### config.mk
export PLATFORM = sky130hd
export DESIGN_NAME = irq_vec_ctrl
export DESIGN_NICKNAME = d
export VERILOG_FILES = /design/src/rtl/irq_ctl_pkg.sv /design/src/rtl/irq_flag_bank.sv /design/src/rtl/irq_prio_pick.sv /design/src/rtl/irq_vec_ctrl.sv
export SDC_FILE = /design/constraint.sdc
export NUM_CORES = 1
export LEC_CHECK = 0
export ABC_AREA = 1
export BUFFER_PORTS_ARGS = -buffer_cell sky130_fd_sc_hd__buf_2
export CAP_MARGIN = 20
export CELL_PAD_IN_SITES_DETAIL_PLACEMENT = 2
export CELL_PAD_IN_SITES_GLOBAL_PLACEMENT = 2
export CORE_UTILIZATION = 28
export CTS_CLUSTER_SIZE = 10
export DETAILED_ROUTE_END_ITERATION = 8
export MAX_ROUTING_LAYER = met4
export PLACE_DENSITY_LB_ADDON = 0.1
export SYNTH_ARGS = -nofsm -noshare
export SYNTH_HDL_FRONTEND = slang
export SYNTH_SLANG_ARGS = --single-unit
### constraint.sdc
create_clock -name clk -period 2.8 [get_ports clk]
set_input_delay 0.28 -clock clk [delete_from_list [all_inputs] [get_ports clk]]
set_output_delay 0.28 -clock clk [all_outputs]
set_load 0.01 [all_outputs]
### src/rtl/irq_ctl_pkg.sv
package irq_ctl_pkg;
  localparam logic [1:0] SEL_FLAGS = 2'd0;
  localparam logic [1:0] SEL_EN    = 2'd1;
  localparam logic [1:0] SEL_SUBF  = 2'd2;
  localparam logic [1:0] SEL_SUBEN = 2'd3;
endpackage

### src/rtl/irq_flag_bank.sv
// Sticky edge-detected request flags; a hardware set beats any clear.
module irq_flag_bank #(
  parameter int N = 6
) (
  input  logic         clk,
  input  logic         rst,
  input  logic [N-1:0] req_i,
  input  logic [N-1:0] clr_i,
  input  logic         wr_i,
  input  logic [N-1:0] wr_val_i,
  output logic [N-1:0] flag_o
);
  generate
    for (genvar g = 0; g < N; g++) begin : g_bit
      logic prev_q;
      logic flag_q;
      always_ff @(posedge clk) begin
        if (rst) begin
          prev_q <= 1'b0;
          flag_q <= 1'b0;
        end else begin
          prev_q <= req_i[g];
          if (req_i[g] && !prev_q) flag_q <= 1'b1;
          else if (wr_i)           flag_q <= wr_val_i[g];
          else if (clr_i[g])       flag_q <= 1'b0;
        end
      end
      assign flag_o[g] = flag_q;

      p_set_wins_r10: assert property (@(posedge clk) disable iff (rst)
        (req_i[g] && !prev_q) |=> flag_q);
      p_flag_sticky_r5: assert property (@(posedge clk) disable iff (rst)
        (flag_q && !wr_i && !clr_i[g]) |=> flag_q);
    end
  endgenerate
endmodule

### src/rtl/irq_prio_pick.sv
// Fixed-priority pick: lowest index wins.
module irq_prio_pick #(
  parameter int N  = 6,
  localparam int IW = (N > 1) ? $clog2(N) : 1
) (
  input  logic [N-1:0]  req_i,
  output logic [N-1:0]  grant_o,
  output logic [IW-1:0] idx_o,
  output logic          any_o
);
  always_comb begin
    grant_o = '0;
    idx_o   = '0;
    for (int i = N - 1; i >= 0; i--) begin
      if (req_i[i]) begin
        grant_o    = '0;
        grant_o[i] = 1'b1;
        idx_o      = IW'(i);
      end
    end
    any_o = |req_i;
  end
endmodule

### src/rtl/irq_vec_ctrl.sv
module irq_vec_ctrl
  import irq_ctl_pkg::*;
#(
  parameter int NSLOT    = 6,
  parameter int NSUB     = 3,
  parameter int VEC_W    = 8,
  parameter int VEC_STEP = 4,
  localparam int DW      = NSLOT + 1,
  localparam int IW      = $clog2(NSLOT)
) (
  input  logic             clk,
  input  logic             rst,
  input  logic             phase_stb,
  input  logic             cfg_slot1_adc,
  input  logic             cfg_ser_late,
  input  logic             req_ext0,
  input  logic             req_adc,
  input  logic             req_ext1,
  input  logic             req_ser,
  input  logic             req_tmr0,
  input  logic             req_tmr1,
  input  logic             req_uart,
  input  logic             req_tmr2,
  input  logic             req_rtc,
  input  logic             req_tbase,
  input  logic             stack_full,
  input  logic             ret_ie,
  input  logic             wr_en,
  input  logic [1:0]       wr_sel,
  input  logic [DW-1:0]    wr_data,
  output logic             ack_o,
  output logic [VEC_W-1:0] vec_o,
  output logic [NSLOT-1:0] flags_o,
  output logic [NSLOT-1:0] en_o,
  output logic             gie_o,
  output logic [NSUB-1:0]  mf_flags_o,
  output logic [NSUB-1:0]  mf_en_o
);
  logic [NSLOT-1:0] slot_req, slot_flag, slot_en_q, masked, grant, clr_slot;
  logic [NSUB-1:0]  sub_flag, sub_en_q;
  logic [IW-1:0]    pick_idx;
  logic             pick_any, serve, gie_q, ack_q, mf_any;
  logic [VEC_W-1:0] vec_q, vec_next;

  // Sub-source gathering for the lowest-priority slot
  irq_flag_bank #(.N(NSUB)) u_sub (
    .clk(clk), .rst(rst),
    .req_i({req_tbase, req_rtc, req_tmr2}),
    .clr_i('0),
    .wr_i(wr_en && wr_sel == SEL_SUBF),
    .wr_val_i(wr_data[NSUB-1:0]),
    .flag_o(sub_flag)
  );
  assign mf_any = |(sub_flag & sub_en_q);

  // Source routing per configuration
  always_comb begin
    slot_req           = '0;
    slot_req[0]        = cfg_slot1_adc ? req_adc  : req_ext0;
    slot_req[1]        = cfg_ser_late  ? req_ext1 : req_ser;
    slot_req[2]        = req_tmr0;
    slot_req[3]        = req_tmr1;
    slot_req[4]        = cfg_ser_late  ? req_ser  : req_uart;
    slot_req[NSLOT-1]  = mf_any;
  end

  assign clr_slot = grant & {NSLOT{serve}};

  irq_flag_bank #(.N(NSLOT)) u_slots (
    .clk(clk), .rst(rst),
    .req_i(slot_req),
    .clr_i(clr_slot),
    .wr_i(wr_en && wr_sel == SEL_FLAGS),
    .wr_val_i(wr_data[NSLOT-1:0]),
    .flag_o(slot_flag)
  );

  assign masked = slot_flag & slot_en_q & {NSLOT{gie_q && !stack_full}};

  irq_prio_pick #(.N(NSLOT)) u_pick (
    .req_i(masked), .grant_o(grant), .idx_o(pick_idx), .any_o(pick_any)
  );

  assign serve    = phase_stb && pick_any;
  assign vec_next = VEC_W'((32'(pick_idx) + 1) * VEC_STEP);

  always_ff @(posedge clk) begin
    if (rst) begin
      ack_q <= 1'b0;
      vec_q <= '0;
    end else if (phase_stb) begin
      ack_q <= pick_any;
      vec_q <= pick_any ? vec_next : '0;
    end
  end

  always_ff @(posedge clk) begin
    if (rst) begin
      gie_q     <= 1'b0;
      slot_en_q <= '0;
      sub_en_q  <= '0;
    end else begin
      if (serve)                          gie_q <= 1'b0;
      else if (ret_ie)                    gie_q <= 1'b1;
      else if (wr_en && wr_sel == SEL_EN) gie_q <= wr_data[NSLOT];
      if (wr_en && wr_sel == SEL_EN)    slot_en_q <= wr_data[NSLOT-1:0];
      if (wr_en && wr_sel == SEL_SUBEN) sub_en_q  <= wr_data[NSUB-1:0];
    end
  end

  assign ack_o      = ack_q;
  assign vec_o      = vec_q;
  assign flags_o    = slot_flag;
  assign en_o       = slot_en_q;
  assign gie_o      = gie_q;
  assign mf_flags_o = sub_flag;
  assign mf_en_o    = sub_en_q;

  p_vec_slot_r1: assert property (@(posedge clk) disable iff (rst)
    ack_q |-> ((32'(vec_q) % VEC_STEP) == 0 && 32'(vec_q) >= VEC_STEP
               && 32'(vec_q) <= NSLOT * VEC_STEP));
  p_blocked_r2: assert property (@(posedge clk) disable iff (rst)
    (phase_stb && (stack_full || !gie_q)) |=> !ack_q);
  p_gie_drop_r3: assert property (@(posedge clk) disable iff (rst)
    $rose(ack_q) |-> !gie_q);
  p_grant_subset_r4: assert property (@(posedge clk) disable iff (rst)
    $onehot0(grant) && ((grant & ~masked) == '0));
  p_ret_sets_r6: assert property (@(posedge clk) disable iff (rst)
    (ret_ie && !serve) |=> gie_q);
  p_hold_r11: assert property (@(posedge clk) disable iff (rst)
    !phase_stb |=> ($stable(ack_q) && $stable(vec_q)));
  p_idle_vec_r11: assert property (@(posedge clk) disable iff (rst)
    !ack_q |-> (vec_q == '0));
endmodule

==> flow_summary.json, run 1 <==
{
  "path_class": "reg2reg",
  "reg2reg_slack_ns": 1.26,
  "synth_area_leaders": "dfxtp_1 42%, inv_1 10%, buf_4 6.7%",
  "grt_pass1_wl_mm": 7.65,
  "insertion_delay_ns": 0.29,
  "placed_area_mm2": 0.00180,
  "synth_seq_cells": 33,
  "rsz0062_at_grt": "false",
  "wl_per_cell_um": 13.2,
  "vias_per_cell": 4.58,
  "register_area_um2": 661,
  "drt_iter0_markers": 35,
  "end_kind": "flop",
  "die_height_um": 76.8,
  "io_pins": 55,
  "path_clk_slew_ns": 0.07,
  "synth_cell_types": 26,
  "fmax_mhz": 647,
  "finalInstanceArea_mm2": 0.00190,
  "synthCells": 218,
  "grt_pass1_vias": 1581,
  "tns_ns": 0,
  "finish.utilization_pct": 36.2,
  "synthAdderAreaFrac_pct": 0.798,
  "start_kind": "flop",
  "multiInputGateArea_um2": 639,
  "yosysSeqAreaShare_pct": 42.1,
  "slew_headroom_pct": 42.8,
  "max_slew.worst_pin.slew_ns": 0.855,
  "rows": 26,
  "gr-usage-all-layers_pct": 17.0,
  "syn-cell-area_mm2": 0.00157,
  "synth.top_cell.area_share_pct": 42.1,
  "drt_pass1_iterations": 4,
  "period_share_pct": 55.2,
  "die-area_mm2": 0.00590,
  "ir_drop_mv": 0.201,
  "hold_buffers": 0,
  "portBuffers": 50,
  "arrival_ns": 1.76,
  "synth_common_cells": "42 x inv_1, 33 x dfxtp_1, 27 x nand2_1, 27 x nor2_1, 20 x a21oi_1",
  "drv_cap": 0,
  "p_leak_nw": 0.954,
  "grt_max_degree": 23,
  "yosysMostFrequentCell": "inv_1",
  "fin_crit_ns": 1.54,
  "antenna_found_initial": 0,
  "clockBufferDepth": 2,
  "synthMuxAreaShare_pct": 0,
  "cts_setup_buffers": 0,
  "dp_slack_ns": 1.15,
  "finalNonFillerCells": 331,
  "gp_congestion": 0.790,
  "cts_made_buffers": 5,
  "dpl.hpwl_mm": 3.47,
  "nNetsFinal": 288,
  "grt_overflow_total": 0,
  "initial_utilization_pct": 29.9,
  "die_w_um": 76.8,
  "fillCellCount": 654,
  "synth_edf_count": 0,
  "via_count": 1516,
  "core_mm2": 0.00524,
  "cts.sinks": 33,
  "place_inst": 323,
  "finalMaxSlewViolations": 0,
  "hold_viol": 0,
  "cts_htree_levels": 2,
  "status": "completed",
  "synth_top_family_by_area": "simple AND/OR/NAND/NOR gates",
  "cts_tree": "built",
  "drc_errors": 0,
  "synth_ff_type": "dfxtp_1",
  "synth_compound_area_share_pct": 19.5,
  "worst_slack_ns": 1.26,
  "cts_resized": 0,
  "min_path_type": "in2reg",
  "p_per_area_mw_per_mm2": 554,
  "async_reset_ff_share_pct": 0,
  "synth_top_cell_by_area": "dfxtp_1",
  "route.final.wire_length_mm": 4.37,
  "synthSimpleGateAreaFrac_pct": 19.6,
  "ant_nets": 0,
  "yosysWarningCount": 0,
  "antennaDiodeCount": 0,
  "setup_viol": 0,
  "fin_skew_ns": 0.00388,
  "synth-xor-area-share_pct": 0,
  "area_growth_pct": 21.0,
  "cp.required_ns": 3.01,
  "layout-drive-gt1-share_pct": 25.3,
  "clock-root-buffer": "clkbuf_8",
  "avgSynthCellArea_um2": 7.19,
  "crit_fanout": 10
}
[worst paths after layout]
path | startpoint | endpoint | cells after the start
setup / recovery | gie_o | vec_o[4] | 11
setup reg to reg | gie_o | vec_o[4] | 11
hold / removal | req_tmr0 | u_slots.g_bit[2].prev_q | 3
hold reg to reg | vec_o[5] | vec_o[5] | 2
[worst max-delay path, stage by stage (launching register included)]
cell and delay [ns]:
dfxtp_1 0.39, nand2_4 0.13, nor2_1 0.17, nand2_1 0.07, nand3b_1 0.08, nand2_1 0.07, inv_1 0.06, ha_1 0.15
o21ai_0 0.08, nand2_1 0.07, nand2_1 0.06, a21oi_1 0.14
[cell usage in the layout, fill, tap and decap left out]
master and count:
o21ai_0 15, nor2_2 1, buf_2 50, clkinv_2 1, a21oi_1 20, nand3_1 11
clkbuf_8 7, a21oi_4 2, conb_1 4, a21o_2 2, ha_1 1, inv_1 42
nor2_1 27, or2_2 1, nor3_1 1, nand3b_1 1, dfxtp_1 33, a31oi_1 2
o22ai_1 7, a21oi_2 1, nand2_1 27, o211ai_1 1, nand2_4 1, nand4_1 2
a211oi_1 1
[flip-flops by register name (all words and copies together), names as in the netlist]
name and cells:
ack_o 1, gie_o 1, u_sub.g_bit.flag_q 3, u_slots.g_bit.flag_q 6, mf_en_o 3, vec_o 4
u_sub.g_bit.prev_q 3, u_slots.g_bit.prev_q 6, en_o 6
[where the power goes]
part	internal [W]	leakage (nW)	switching, W
Sequential	0.000497	0.272	0.0000181
Combinational	0.0000531	0.627	0.0000819
Clock	0.000222	0.0542	0.000179
[cells by family after synthesis]
family | after synthesis
adder cells (fa/ha/maj) | 1
AO/OA/AOI/OAI | 51
flip-flops | 33
buffers and inverters | 60
other | 1
AND/OR/NAND/NOR | 72
[cell type report]
| class | instances | area share (%) |
|---|---|---|
| Sequential cell | 33 | 34.8 |
| Multi-Input combinational cell | 128 | 33.7 |
| Timing Repair Buffer | 50 | 13.2 |
| Inverter | 42 | 8.31 |
| Clock buffer | 7 | 5.08 |
| Tap cell | 70 | 4.62 |
| Clock inverter | 1 | 0.264 |
[stage by stage]
| stage | hold WS [ns] | power, W |
|---|---|---|
| floorplan | 0.359 | 0.000619 |
| global placement | 0.430 | 0.000660 |
| detailed placement | 0.432 | 0.000663 |
| CTS | 0.202 | 0.00107 |
| global route | 0.212 | 0.00111 |
| finish | 0.209 | 0.00105 |
[per-layer routing]
metal	up-vias	wire length, µm	global-route usage (%)
li1	760	-	-
met1	716	2120	20.5
met2	33	2000	27.0
met3	7	166	3.93
met4	0	78	7.50
met5	-	0	-
No activity file was read; power rests on OpenSTA's default activity.
==> inputs of run 2 (changes only) <==
CORE_UTILIZATION = 26   (was 28)
clock period = 1.53 ns   (was 2.8 ns; I/O delays follow)
==> run 2 against run 1 <==
Die area increased by 7.5%. Global-route usage decreased by 1.0 points. Sequential share of layout area decreased by 1.0 points. Highest routed layer unchanged. Critical path depth unchanged. Non-clock buffer count increased by 4. Routed wire length increased by 5.0%. Utilization decreased by 0.71 points. Via count increased by 1.1%. Maximum frequency increased by 8.4%. First-iteration DRC count decreased by 5.7%. Sequential power increased by 84%. Clock-buffer cell count decreased by 1.
==> flow_summary.json, run 2 (same netlist as run 1, synthesis figures left out) <==
{
  "initial_utilization_pct": 27.8,
  "arrival_ns": 1.65,
  "drc_errors": 0,
  "cts_tree": "built",
  "cts.sinks": 33,
  "via_count": 1533,
  "wl_per_cell_um": 13.6,
  "grt_pass1_wl_mm": 7.51,
  "ir_drop_mv": 0.320,
  "gp_congestion": 0.795,
  "start_kind": "flop",
  "grt_overflow_total": 0,
  "gr-usage-all-layers_pct": 16.0,
  "antenna_found_initial": 0,
  "antennaDiodeCount": 0,
  "critPathBufInv": 2,
  "crit_slowest_cell": "dfxtp_4",
  "dpl.hpwl_mm": 3.51,
  "path_delay_family": "simple AND/OR/NAND/NOR gates",
  "die_height_um": 79.7,
  "final_common_cell": "buf_2",
  "fmax_mhz": 702,
  "cts_htree_levels": 2,
  "vias_per_cell": 4.55,
  "path_class": "reg2reg",
  "die_w_um": 79.7,
  "critical_path.max_stage_delay_ns": 0.37,
  "cp_cell_sequence": "nand2_8 > nor2_2 > nand3b_1 > nand2_1 > inv_1 > ha_1 > inv_1 > nand2_1 > nand2_1 > nand2_1 > a21oi_1",
  "area_growth_pct": 27.8,
  "p_leak_nw": 0.979,
  "period_share_pct": 93.2,
  "cp.required_ns": 1.76,
  "critPathMostFrequentCell": "nand2_1",
  "die-area_mm2": 0.00634,
  "core_mm2": 0.00564,
  "crit_fanout": 10,
  "hold_viol": 0,
  "end_kind": "flop",
  "drt_pass1_iterations": 4,
  "p_per_area_mw_per_mm2": 1040,
  "setup_viol": 0,
  "finalMaxSlewViolations": 0,
  "rsz0062_at_grt": "false",
  "grt_max_degree": 22,
  "insertion_delay_ns": 0.29,
  "rows": 27,
  "clockBufferDepth": 2,
  "fin_skew_ns": 0.00552,
  "nNetsFinal": 292,
  "hold_buffers": 0,
  "cts_made_buffers": 5,
  "mostFrequentLayoutCells": "50 x buf_2, 42 x inv_1, 24 x nand2_1, 24 x nor2_1, 22 x dfxtp_1",
  "drt_iter0_markers": 33,
  "clock-root-buffer": "clkbuf_8",
  "layout-drive-gt1-share_pct": 33.2,
  "io_pins": 55,
  "portBuffers": 50,
  "min_path_type": "in2reg",
  "fin_crit_ns": 1.43,
  "route.final.wire_length_mm": 4.59,
  "path_clk_slew_ns": 0.08,
  "tns_ns": 0,
  "grt_pass1_vias": 1587,
  "ant_nets": 0,
  "drv_cap": 0,
  "status": "completed",
  "total_power_w": 0.00209
}
-- run 2: report_power, final --
| group | internal (W) | total [W] | switching, W | leakage [nW] |
|---|---|---|---|---|
| clock network | 0.000530 | 0.000881 | 0.000351 | 0.0574 |
| logic | 0.000104 | 0.000262 | 0.000157 | 0.646 |
| registers | 0.000913 | 0.000948 | 0.0000358 | 0.276 |
-- run 2: layer usage --
| metal | up-vias | share of wire [%] | global-route usage (%) | wire length [µm] |
|---|---|---|---|---|
| li1 | 762 | - | - | - |
| met1 | 727 | 47 | 20.1 | 2170 |
| met2 | 39 | 46 | 24.9 | 2130 |
| met3 | 5 | 5.1 | 3.54 | 235 |
| met4 | 0 | 1.1 | 6.18 | 51 |
| met5 | - | 0 | - | 0 |
-- run 2: final cells by class --
class | instances | area [µm²]
repair buffers | 54 | 280
fillers | 708 | 3640
clock inverters | 2 | 37.5
well taps | 72 | 90.1
flip-flops and latches | 33 | 677
clock buffers | 6 | 82.6
multi-input cells | 128 | 678
inverters | 42 | 158
-- run 2: path summary, 6_finish.rpt --
kind | from | endpoint | slack (ns) | depth (start not counted)
max | gie_o | vec_o[4] | 0.10 | 11
min | req_tmr2 | u_sub.g_bit[0].prev_q | 0.09 | 3
max reg2reg | gie_o | vec_o[4] | 0.10 | 11
min reg2reg | vec_o[5] | vec_o[5] | 0.44 | 2
-- run 2: worst register-to-register path: stages, from the launching register on --
cell	delay (ns)
dfxtp_4	0.37
nand2_8	0.13
nor2_2	0.06
nand3b_1	0.15
nand2_1	0.09
inv_1	0.05
ha_1	0.18
inv_1	0.05
nand2_1	0.04
nand2_1	0.08
nand2_1	0.05
a21oi_1	0.11
-- run 2: repair_timing --
action	in CTS	in global routing
resized for setup	1	22
cloned	0	0
endpoints found under the setup margin	1	1
pin swaps	0	2
setup buffers	0	1
-- run 2: through the flow --
step	utilization, %	std cells	hold slack [ns]	setup slack (ns)	area, µm²
6_report	35.5	337	0.0858	0.105	2000
5_1_grt	35.5	337	0.0959	0.000271	2000
4_1_cts	34.4	336	0.0807	0.0385	1940
3_5_place_dp	32.3	328	0.383	0.0259	1820
3_3_place_gp	32.3	328	0.369	0.0974	1820
2_1_floorplan	-	221	0.232	0.127	1580
